===== config.mk =====
export PLATFORM = sky130hd
export DESIGN_NAME = pulse_oneshot
export DESIGN_NICKNAME = d
export VERILOG_FILES = /design/src/rtl/pog_pkg.sv /design/src/rtl/pog_rst_sync.sv /design/src/rtl/pog_width_lut.sv /design/src/rtl/pog_timer.sv /design/src/rtl/pog_ctrl.sv /design/src/rtl/pulse_oneshot.sv
export SDC_FILE = /design/constraint.sdc
export NUM_CORES = 1
export LEC_CHECK = 0
export BUFFER_PORTS_ARGS = -buffer_cell sky130_fd_sc_hd__buf_2
export CORE_MARGIN = 2
export CORE_UTILIZATION = 57
export DETAILED_ROUTE_END_ITERATION = 10
export GPL_ROUTABILITY_DRIVEN = 0
export HOLD_SLACK_MARGIN = 0.03
export PLACE_DENSITY = 0.77
export SLEW_MARGIN = 25
export SYNTH_ARGS = -nofsm -noshare
export SYNTH_HDL_FRONTEND = slang
export SYNTH_SLANG_ARGS = --single-unit

===== constraint.sdc =====
create_clock -name clk -period 1.6 [get_ports clk]
set_clock_uncertainty 0.1 [all_clocks]
set_input_delay 0.32 -clock clk [delete_from_list [all_inputs] [get_ports clk]]
set_output_delay 0.32 -clock clk [all_outputs]
set_load 0.05 [all_outputs]

===== src/rtl/pog_pkg.sv =====
package pog_pkg;
  localparam int SEL_W   = 2;
  localparam int N_CODES = 1 << SEL_W;

  typedef logic [SEL_W-1:0] code_t;

  typedef enum logic {
    ST_IDLE = 1'b0,
    ST_HIGH = 1'b1
  } run_state_e;
endpackage


===== src/rtl/pog_rst_sync.sv =====
module pog_rst_sync #(
  parameter int STAGES = 2
) (
  input  logic clk,
  input  logic arst_n,
  output logic srst_n
);
  logic [STAGES-1:0] chain_q;

  always_ff @(posedge clk or negedge arst_n) begin
    if (!arst_n) chain_q <= '0;
    else         chain_q <= {chain_q[STAGES-2:0], 1'b1};
  end

  assign srst_n = chain_q[STAGES-1];
endmodule


===== src/rtl/pog_width_lut.sv =====
module pog_width_lut
  import pog_pkg::*;
#(
  parameter int CNT_W  = 14,
  parameter int WIDTH0 = 10,
  parameter int WIDTH1 = 100,
  parameter int WIDTH2 = 1000,
  parameter int WIDTH3 = 10000
) (
  input  code_t              code,
  output logic [CNT_W-1:0]   load_val
);
  // Terminal count per code is width minus one: the counter runs N-1 .. 0.
  logic [CNT_W-1:0] tbl [N_CODES];

  function automatic int width_of(input int idx);
    case (idx)
      0:       return WIDTH0;
      1:       return WIDTH1;
      2:       return WIDTH2;
      default: return WIDTH3;
    endcase
  endfunction

  for (genvar g = 0; g < N_CODES; g++) begin : g_tbl
    localparam int TERM = width_of(g) - 1;
    assign tbl[g] = TERM[CNT_W-1:0];
  end

  assign load_val = tbl[code];
endmodule


===== src/rtl/pog_timer.sv =====
module pog_timer #(
  parameter int CNT_W = 14
) (
  input  logic             clk,
  input  logic             rst_n,
  input  logic             load,
  input  logic [CNT_W-1:0] load_val,
  input  logic             dec_en,
  output logic             cnt_zero
);
  logic [CNT_W-1:0] cnt_q, cnt_d;
  logic             cnt_en;

  assign cnt_en = load | dec_en;

  always_comb begin
    cnt_d = cnt_q;
    if (load)        cnt_d = load_val;
    else if (dec_en) cnt_d = cnt_q - 1'b1;
  end

  always_ff @(posedge clk or negedge rst_n) begin
    if (!rst_n)      cnt_q <= '0;
    else if (cnt_en) cnt_q <= cnt_d;
  end

  assign cnt_zero = (cnt_q == '0);
endmodule


===== src/rtl/pog_ctrl.sv =====
module pog_ctrl
  import pog_pkg::*;
(
  input  logic clk,
  input  logic rst_n,
  input  logic trig_valid,
  input  logic cnt_zero,
  output logic trig_ready,
  output logic load,
  output logic dec_en,
  output logic pulse,
  output logic done
);
  run_state_e state_q, state_d;
  logic       done_q, done_d;
  logic       accept;

  assign trig_ready = rst_n & (state_q == ST_IDLE);
  assign accept     = trig_valid & trig_ready;

  always_comb begin
    state_d = state_q;
    done_d  = 1'b0;
    case (state_q)
      ST_IDLE: if (accept) state_d = ST_HIGH;
      ST_HIGH: if (cnt_zero) begin
        state_d = ST_IDLE;
        done_d  = 1'b1;
      end
      default: state_d = ST_IDLE;
    endcase
  end

  always_ff @(posedge clk or negedge rst_n) begin
    if (!rst_n) begin
      state_q <= ST_IDLE;
      done_q  <= 1'b0;
    end else begin
      state_q <= state_d;
      done_q  <= done_d;
    end
  end

  assign load   = accept;
  assign dec_en = (state_q == ST_HIGH) & ~cnt_zero;
  assign pulse  = (state_q == ST_HIGH);
  assign done   = done_q;
endmodule


===== src/rtl/pulse_oneshot.sv =====
module pulse_oneshot
  import pog_pkg::*;
#(
  parameter int CNT_W  = 14,
  parameter int WIDTH0 = 10,
  parameter int WIDTH1 = 100,
  parameter int WIDTH2 = 1000,
  parameter int WIDTH3 = 10000
) (
  input  logic       clk,
  input  logic       rst_n,
  input  logic [1:0] sel,
  input  logic       trig_valid,
  output logic       trig_ready,
  output logic       pulse_o,
  output logic       busy_o,
  output logic       done_o
);
  logic             srst_n;
  logic [CNT_W-1:0] load_val;
  logic             load, dec_en, cnt_zero;

  pog_rst_sync #(.STAGES(2)) u_rsync (
    .clk    (clk),
    .arst_n (rst_n),
    .srst_n (srst_n)
  );

  pog_width_lut #(
    .CNT_W(CNT_W), .WIDTH0(WIDTH0), .WIDTH1(WIDTH1),
    .WIDTH2(WIDTH2), .WIDTH3(WIDTH3)
  ) u_lut (
    .code     (sel),
    .load_val (load_val)
  );

  pog_ctrl u_ctrl (
    .clk        (clk),
    .rst_n      (srst_n),
    .trig_valid (trig_valid),
    .cnt_zero   (cnt_zero),
    .trig_ready (trig_ready),
    .load       (load),
    .dec_en     (dec_en),
    .pulse      (pulse_o),
    .done       (done_o)
  );

  pog_timer #(.CNT_W(CNT_W)) u_timer (
    .clk      (clk),
    .rst_n    (srst_n),
    .load     (load),
    .load_val (load_val),
    .dec_en   (dec_en),
    .cnt_zero (cnt_zero)
  );

  assign busy_o = pulse_o;
endmodule


==> impl_metrics.toml, run 1 <==
[routing]
routed_wirelength_um = 3670
ant_nets = 0
vias_per_cell = 6.58
first_iter_violations = 54
drc = 0
first_pass_iters = 5
wire_per_inst_um = 21.1
vias = 1145

[clock_tree]
clk_latency_ps = 300
clock_path_buffers = 2
root_buffer = "clkbuf_4"
cts_buffers = 3
clk_pin_slew_ps = 120
cts_tree = "built"
htreeDepth = 1
cts_sinks = 18

[power]
cellInternalPower_uw = 607
pwr_density_cell_nw_per_um2 = 510
p_leak_uw = 0.000672
p_seq_share_pct = 58.6
irDropWorstVdd_uv = 476
netSwitchingFraction_pct = 22.3
power.share.clock_pct = 37.6
pwr-share-comb_pct = 3.8
power.switching_uw = 174

[cells_and_area]
final_core_util_pct = 89.8
area_growth_pct = 49.0
layout.nets = 159
drive_gt1_share_pct = 51.0
diodes = 0

[synthesis]
synth.area.top_cells = "dfrtp_1 44%, or4_1 5.1%, ha_1 4.9%"
synth_most_common_cell = "dfrtp_1"
synth_fa_ha_area_share_pct = 4.86
async_flop_share_pct = 100
synth-simple-area-share_pct = 26.5
postSynthCellCount = 104
synth-seq-cells = 18
syn_nets = 113
synth-compound-area-share_pct = 15.9
synth_top_area_cell = "dfrtp_1"
avgSynthCellArea_sq_um = 9.90
synth_edf_count = 0
synthFlopType = "dfrtp_1"
ys_seq_area_share_pct = 43.7
syn-cell-area_sq_um = 1030
synthMuxAreaShare_pct = 1.94
synthTopCellsByCount = "18 x dfrtp_1, 9 x nand2_1, 7 x or4_1"
synth_top_area_share_pct = 43.7
synth_top_family_by_area = "simple AND/OR/NAND/NOR gates"
yosys.cell_types.count = 36
synthXorXnorAreaFrac_pct = 1.70
ys_warn_count = 0

[setup_path]
crit_chain = "or4_4 > buf_6 > o41ai_4 > buf_4 > or3_2 > a31oi_1"
r2r_slack_ps = -540
critPathKind = "reg2reg"
cp-end-kind = "flop"
critPathLaunchType = "flop"
cpPeakStageDelay_ps = 550
required_ps = 1680
critical-path-slowest-cell = "or4_4"
critical_path_arrival_ps = 2220
worstPathMaxFanout = 6

[hold_path]
hold_path.class = "reg2async"

[global_route]
grt_util_all_layers_pct = 34.1
antenna_found_initial = 0
grt_pass1_wl_um = 5030
overflow = 0
grt_pass1_vias = 1092
grt_start_max_net_pins = 17

[sta]
period_minus_slack_ps = 2140
slew_violations = 0
final.period_utilization_pct = 133
fmax_ghz = 0.468
setup_slack_ps = -535
hold_viol = 0
rsz0062_at_grt = "true"
setup-violations-final = 16
hold_slack_ps = 114

[floorplan]
io_pins = 9
core.rowCount = 15
die_y_um = 46.5
die_w_um = 46.5
die-area_sq_um = 2160
core_area_sq_um = 1710
start_util_pct = 60.3

[outcome]
outcome = "finished, violations left"
violations = "setup timing"

[job]
max_cap_violations = 0

[place]
place.port_buffers = 8
dp_hpwl_um = 1920
worst paths after layout:
kind | startpoint | endpoint | cells past startpoint
min in group clk | u_rsync.chain_q[0] | u_rsync.chain_q[1] | 0
setup reg to reg | u_timer.cnt_q[5] | u_timer.cnt_q[8] | 6
max in group asynchronous | rst_n | u_rsync.chain_q[1] | 2
hold / removal | u_rsync.chain_q[1] | u_timer.cnt_q[8] | 1
hold reg to reg | u_rsync.chain_q[1] | u_timer.cnt_q[8] | 1
setup / recovery | u_timer.cnt_q[5] | u_timer.cnt_q[8] | 6
through the flow:
step	power, uW	TNS, ps	setup WS, ps	std cells	cell area, sq um
5_1_grt	801	-7500	-558	174	1530
4_1_cts	778	-5500	-408	172	1470
3_3_place_gp	493	-5280	-402	162	1340
2_1_floorplan	479	-5010	-405	104	1080
3_5_place_dp	493	-6000	-464	162	1340
6_report	782	-6680	-535	174	1530
registers in the layout, indices dropped and copies added (netlist names):
register and cells:
u_timer.cnt_q 14, u_rsync.chain_q 2, u_ctrl.done 1, u_ctrl.pulse 1
cell usage in the layout (no fill, tap or decap), types with 2 or more instances in the layout:
| master | instances |
|---|---|
| a21oi_1 | 3 |
| buf_2 | 7 |
| o31ai_1 | 4 |
| dfrtp_1 | 16 |
| inv_2 | 2 |
| o21ai_1 | 2 |
| mux2i_1 | 2 |
| nor2_1 | 6 |
| a31oi_1 | 6 |
| or3_2 | 2 |
| or4_1 | 4 |
| o41ai_4 | 2 |
| dfrtp_2 | 2 |
| o21ai_0 | 3 |
| buf_6 | 4 |
| clkbuf_4 | 3 |
| nand2_1 | 8 |
| or3_4 | 2 |
| inv_1 | 3 |
| ha_1 | 3 |
| nand3_1 | 3 |
| or4_4 | 4 |
| nand2b_1 | 2 |
| buf_4 | 33 |
power groups by stage:
stage          Combinational [uW]  Sequential (uW)  Clock, uW
2_1_floorplan                6.11              473          0
3_3_place_gp                 25.5              467          0
3_5_place_dp                 25.8              467          0
4_1_cts                      28.2              458        291
5_1_grt                      32.7              459        309
6_report                     29.4              458        294
repair_timing:
| item | in CTS | in global routing |
|---|---|---|
| endpoints found under the hold margin | 2 | 0 |
| hold buffers | 1 | 0 |
| pin swaps | 8 | 4 |
| endpoints found under the setup margin | 17 | 17 |
| buffers inserted | 4 | 2 |
| gates cloned | 1 | 0 |
| gates resized for setup | 13 | 12 |
kinds of logic after synthesis:
kind of cell / Yosys count
AOI/OAI and AO/OA: 23
buffers and inverters: 10
adders and majority gates: 4
DFF: 18
muxes: 2
other: 1
xor gates and xnor gates: 2
and+or+nand+nor: 44
critical path, delay by kind of cell, from the launching register on:
family | cells | cell delay [ps]
AOI/OAI and AO/OA | 2 | 450
buffers and inverters | 2 | 370
and+or+nand+nor | 2 | 680
DFF | 1 | 410
metal layers:
layer | share of wire [%] | vias up | wire length [um] | track usage (%)
met1 | 37 | 535 | 1370 | 42.3
met5 | 0 | - | 0 | 0
met3 | 11 | 33 | 386 | 5.88
li1 | - | 477 | - | -
met2 | 46 | 100 | 1710 | 55.0
met4 | 5.6 | 0 | 204 | 20.0
area by class of cell:
cell class                 count  area [sq um]
fill                          71           174
multi-input combinational     76           642
tap                           25          31.3
clock buffer                   4          36.3
timing repair buffer          46           353
inverter                       5          18.8
sequential                    18           453
Note: power is estimated with default switching activity, not from simulation.
==> run 2, diff against run 1 <==
- SYNTH_HIERARCHICAL: default -> 1
==> impl_metrics.toml, run 2 <==
[outcome]
outcome = "finished, violations left"
violations = "setup timing"

[floorplan]
core.rowCount = 15
start_util_pct = 61.7
die_w_um = 47.5
io_pins = 9
core_area_sq_um = 1750
die-area_sq_um = 2250
die_y_um = 47.5

[routing]
ant_nets = 0
drc = 0
first_iter_violations = 40
wire_per_inst_um = 17.5
first_pass_iters = 4
routed_wirelength_um = 3130
vias = 977
vias_per_cell = 5.46

[power]
pwr-share-comb_pct = 62.1
pwr_density_cell_nw_per_um2 = 1910
p_seq_share_pct = 27.8
power.switching_uw = 1140
irDropWorstVdd_uv = 1170
cellInternalPower_uw = 1740
p_leak_uw = 0.000700
power.share.clock_pct = 10.0
netSwitchingFraction_pct = 39.5

[cells_and_area]
layout.nets = 164
final_common_cell = "buf_4"
drive_gt1_share_pct = 45.5
largest_register_ffs = 14
stdcell_count = 179
final_cell_mix = "36 x buf_4, 18 x dfrtp_1, 15 x nand2_1"
diodes = 0
area_growth_pct = 40.2
fill_cells = 90
top_regs = "u_timer/cnt_q (14), u_rsync/chain_q (2)"
regMostFlops = "u_timer/cnt_q"

[setup_path]
critPathLaunchType = "flop"
required_ps = 1690
critPathKind = "reg2reg"
worstPathMaxFanout = 3
critical_path_arrival_ps = 2410
cp-end-kind = "flop"

[synthesis]
synthTopCellsByCount = "18 x dfrtp_1, 16 x nand2_1, 13 x o21ai_0"
avgSynthCellArea_sq_um = 9.45
synthFlopType = "dfrtp_1"
ys_seq_area_share_pct = 41.8
synth_top_area_cell = "dfrtp_1"
postSynthCellCount = 114
syn-cell-area_sq_um = 1080
synth.area.top_cells = "dfrtp_1 42%, buf_4 7.0%, o21ai_0 6.0%"
synth_top_area_share_pct = 41.8
async_flop_share_pct = 100
synth-seq-cells = 18
yosys.cell_types.count = 30
ys_warn_count = 6
synth_most_common_cell = "dfrtp_1"
synth_edf_count = 0

[sta]
setup-violations-final = 16
rsz0062_at_grt = "true"
slew_violations = 0
hold_viol = 0
period_minus_slack_ps = 2320
final.period_utilization_pct = 145
setup_slack_ps = -721
fmax_ghz = 0.431

[hold_path]
hold_path.class = "reg2async"

[clock_tree]
clk_latency_ps = 290
cts_tree = "built"
cts_buffers = 3
cts_sinks = 18
clock_path_buffers = 2
htreeDepth = 1
root_buffer = "clkbuf_4"
clk_pin_slew_ps = 110

[global_route]
grt_pass1_vias = 974
overflow = 0
grt_util_all_layers_pct = 31.7
grt_pass1_wl_um = 4780
grt_start_max_net_pins = 18
antenna_found_initial = 0

[place]
place.port_buffers = 8
placed_cells_incl_taps = 159
place_ws_ps = -710
dp_hpwl_um = 1660

[job]
max_cap_violations = 0
[run 2: changes by cell type after synthesis, sizes merged, moves of 5 or more]
cell | previous run | this run
buf | 4 | 10
nand2 | 9 | 16
a31oi | 6 | 0
or4 | 8 | 0
o21ai | 5 | 13
xor2 | 1 | 7
or3 | 5 | 0
[run 2: metal layers]
| metal | wire length (um) | global-route usage, % | vias to the layer above |
|---|---|---|---|
| met4 | 55 | 12.2 | 0 |
| met1 | 1270 | 40.8 | 486 |
| met5 | 0 | 0 | - |
| li1 | - | - | 444 |
| met2 | 1660 | 55.4 | 41 |
| met3 | 141 | 2.64 | 6 |
[run 2: worst paths after layout]
check | start | end | slack [ps] | cells past startpoint
worst max-delay path | u_timer/cnt_q[7] | u_timer/cnt_q[10] | -720 | 14
worst min-delay path | u_rsync/chain_q[1] | u_ctrl/done | 150 | 1
worst max register to register | u_timer/cnt_q[7] | u_timer/cnt_q[10] | -720 | 14
worst min register to register | u_rsync/chain_q[1] | u_ctrl/done | 150 | 1
max in group asynchronous | u_rsync/chain_q[1] | u_timer/cnt_q[1] | 1060 | 1
min in group clk | sel[1] | u_timer/cnt_q[2] | 200 | 3
[run 2: area by class of cell]
class / count / area [sq um] / area share [%]
Clock buffer: 4 / 36.3 / 2.40
Sequential cell: 18 / 450 / 29.8
Tap cell: 25 / 31.3 / 2.07
Timing Repair Buffer: 47 / 349 / 23.1
Multi-Input combinational cell: 79 / 621 / 41.1
Inverter: 6 / 22.5 / 1.49
[run 2: kinds of logic (layout without fill, tap and decap cells)]
logic type | count (synthesis) | in the layout | synth area share (%)
AOI/OAI and AO/OA | 15 | 15 | 7.55
xor gates and xnor gates | 12 | 12 | 9.76
adders and majority gates | 4 | 4 | 4.65
buffers and inverters | 19 | 57 | 11.0
DFF | 18 | 18 | 41.8
muxes | 1 | 1 | 1.05
other | 3 | 5 | 1.05
and+or+nand+nor | 42 | 42 | 23.1
[run 2: metrics by stage]
stage	total power [uW]	utilization [%]	setup TNS, ps	hold slack (ps)	cell area, sq um
2_1_floorplan	1490	-	-8440	-75.6	1120
3_5_place_dp	2010	72.7	-9300	9.16	1270
4_1_cts	2630	83.4	-8750	137	1460
5_1_grt	3010	86.5	-10940	190	1510
3_3_place_gp	1940	72.7	-7680	6.17	1270
6_report	2880	86.5	-9730	154	1510
[run 2: power by group through the flow]
stage | Clock [uW] | Sequential (uW) | Combinational [uW]
final | 288 | 802 | 1790
after global routing | 310 | 817 | 1880
after CTS | 286 | 790 | 1560
after detailed placement | 0 | 800 | 1210
after global placement | 0 | 781 | 1160
after floorplan | 0 | 857 | 633
[run 2: repair_timing]
item,4_1_cts,5_1_grt
hold buffers,1,0
buffers inserted,10,5
gates resized for setup,19,4
pin swaps,18,13
endpoints found under the hold margin,2,0
setup endpoints to repair,17,17
[run 2: critical path, stage by stage, from the launching register on]
cell and delay [ps]:
dfrtp_1 400, nor3_2 60, buf_4 130, buf_4 120, buf_4 120, buf_4 120
buf_4 120, buf_4 120, buf_4 120, buf_4 120, buf_4 120, buf_4 130
nand4_1 130, xor2_1 200, o21ai_1 90
==> run 3, diff against run 2 <==
==> constraint.sdc (replaced) <==
create_clock -name clk -period 1.6 [get_ports clk]
set_clock_uncertainty 0.1 [all_clocks]
set_input_delay 0.16 -clock clk [delete_from_list [all_inputs] [get_ports clk]]
set_output_delay 0.16 -clock clk [all_outputs]
set_load 0.05 [all_outputs]
==> impl_metrics.toml, run 3 (synthesis gave the netlist of run 2 again) <==
[sta]
hold_viol = 0
setup-violations-final = 16
slew_violations = 0
fmax_ghz = 0.426
rsz0062_at_grt = "true"
hold_slack_ps = 33.2
setup_slack_ps = -747
period_minus_slack_ps = 2350
final.period_utilization_pct = 147

[power]
p_leak_uw = 0.000675
irDropWorstVdd_uv = 1180
totalPowerFinal_uw = 2750
pwr_density_cell_nw_per_um2 = 1880

[cells_and_area]
final_cell_mix = "35 x buf_4, 18 x dfrtp_1, 15 x nand2_1"
top_regs = "u_timer/cnt_q (14), u_rsync/chain_q (2)"
largest_register_ffs = 14
layout.nets = 162
regMostFlops = "u_timer/cnt_q"
fill_cells = 90
multi_input_area_sq_um = 601
drive_gt1_share_pct = 43.4
area_growth_pct = 36.0
final-seq-area_sq_um = 450
diodes = 0
final_common_cell = "buf_4"

[setup_path]
cp_top_family = "simple AND/OR/NAND/NOR gates"
crit_chain = "nor3_2 > or4b_4 > nor4b_4 > nor2b_4 > buf_4 > mux2_2 > o21ai_2"
critical_path_arrival_ps = 2480
critPathLaunchType = "flop"
path_buf_inv = 1
critPathKind = "reg2reg"
required_ps = 1740
worstPathMaxFanout = 6
critical-path-slowest-cell = "or4b_4"
cp-end-kind = "flop"
cpPeakStageDelay_ps = 510

[routing]
wire_per_inst_um = 16.5
vias_per_cell = 5.32
routed_wirelength_um = 2910
ant_nets = 0
vias = 942
drc = 0
first_iter_violations = 17
first_pass_iters = 5

[floorplan]
core_area_sq_um = 1750
core.rowCount = 15
start_util_pct = 61.7
die_y_um = 47.5
die-area_sq_um = 2250
die_w_um = 47.5
io_pins = 9

[place]
place_ws_ps = -676
place.port_buffers = 8
dp_hpwl_um = 1630

[clock_tree]
cts_sinks = 18
clock_path_buffers = 2
htreeDepth = 1
clk_latency_ps = 310
cts_tree = "built"
cts_buffers = 3
clk_pin_slew_ps = 120
root_buffer = "clkbuf_4"

[global_route]
antenna_found_initial = 0
grt_pass1_vias = 904
grt_util_all_layers_pct = 27.8
grt_pass1_wl_um = 4160
grt_start_max_net_pins = 22
overflow = 0

[outcome]
violations = "setup timing"
outcome = "finished, violations left"

[job]
max_cap_violations = 0

[hold_path]
hold_path.class = "in2reg"
## run 3: timing repair
| action | CTS | global route |
|---|---|---|
| hold endpoints to repair | 2 | 0 |
| pin swaps | 18 | 10 |
| buffers inserted | 9 | 4 |
| gates resized for setup | 11 | 6 |
| endpoints found under the setup margin | 16 | 16 |
| hold buffers | 1 | 0 |
| cloned | 0 | 0 |
## run 3: stage by stage
step | utilization (%) | setup TNS (ps) | instance area, sq um | cells
floorplan | - | -8440 | 1120 | 116
global placement | 72.7 | -7620 | 1270 | 159
detailed placement | 72.7 | -8960 | 1270 | 159
CTS | 80.8 | -8770 | 1410 | 173
global route | 83.9 | -11100 | 1470 | 177
finish | 83.9 | -10030 | 1470 | 177
## run 3: worst paths after layout
kind | from | end | slack (ps) | depth (start not counted)
max | u_timer/cnt_q[8] | u_timer/cnt_q[1] | -750 | 7
min | sel[1] | u_timer/cnt_q[8] | 30 | 3
max reg2reg | u_timer/cnt_q[8] | u_timer/cnt_q[1] | -750 | 7
min reg2reg | u_rsync/chain_q[1] | u_ctrl/pulse | 110 | 1
max in group asynchronous | u_rsync/chain_q[1] | u_timer/cnt_q[5] | 1080 | 1
min in group asynchronous | rst_n | u_rsync/chain_q[1] | 50 | 2
## run 3: power breakdown
group | switching (uW) | internal, uW
logic | 763 | 885
registers | 162 | 647
clock network | 154 | 139
total | 1080 | 1670
## run 3: area by class of cell
| class | count | share of cell area (%) |
|---|---|---|
| inverters | 6 | 1.54 |
| flip-flops and latches | 18 | 30.7 |
| well taps | 25 | 2.13 |
| repair buffers | 45 | 22.1 |
| clock buffers | 4 | 2.48 |
| multi-input cells | 79 | 41.0 |
## run 3: layer usage
layer  vias up  wire length (um)  GRT usage [%]
met3        14                95           3.40
met1       454              1260           34.5
met2        35              1470           47.8
met5         -                 0              0
li1        439                 -              -
met4         0                84           13.3
## run 3: worst min-delay path, stage by stage
cell and delay [ps]:
buf_2 140, nand2_1 60, o21ai_1 50
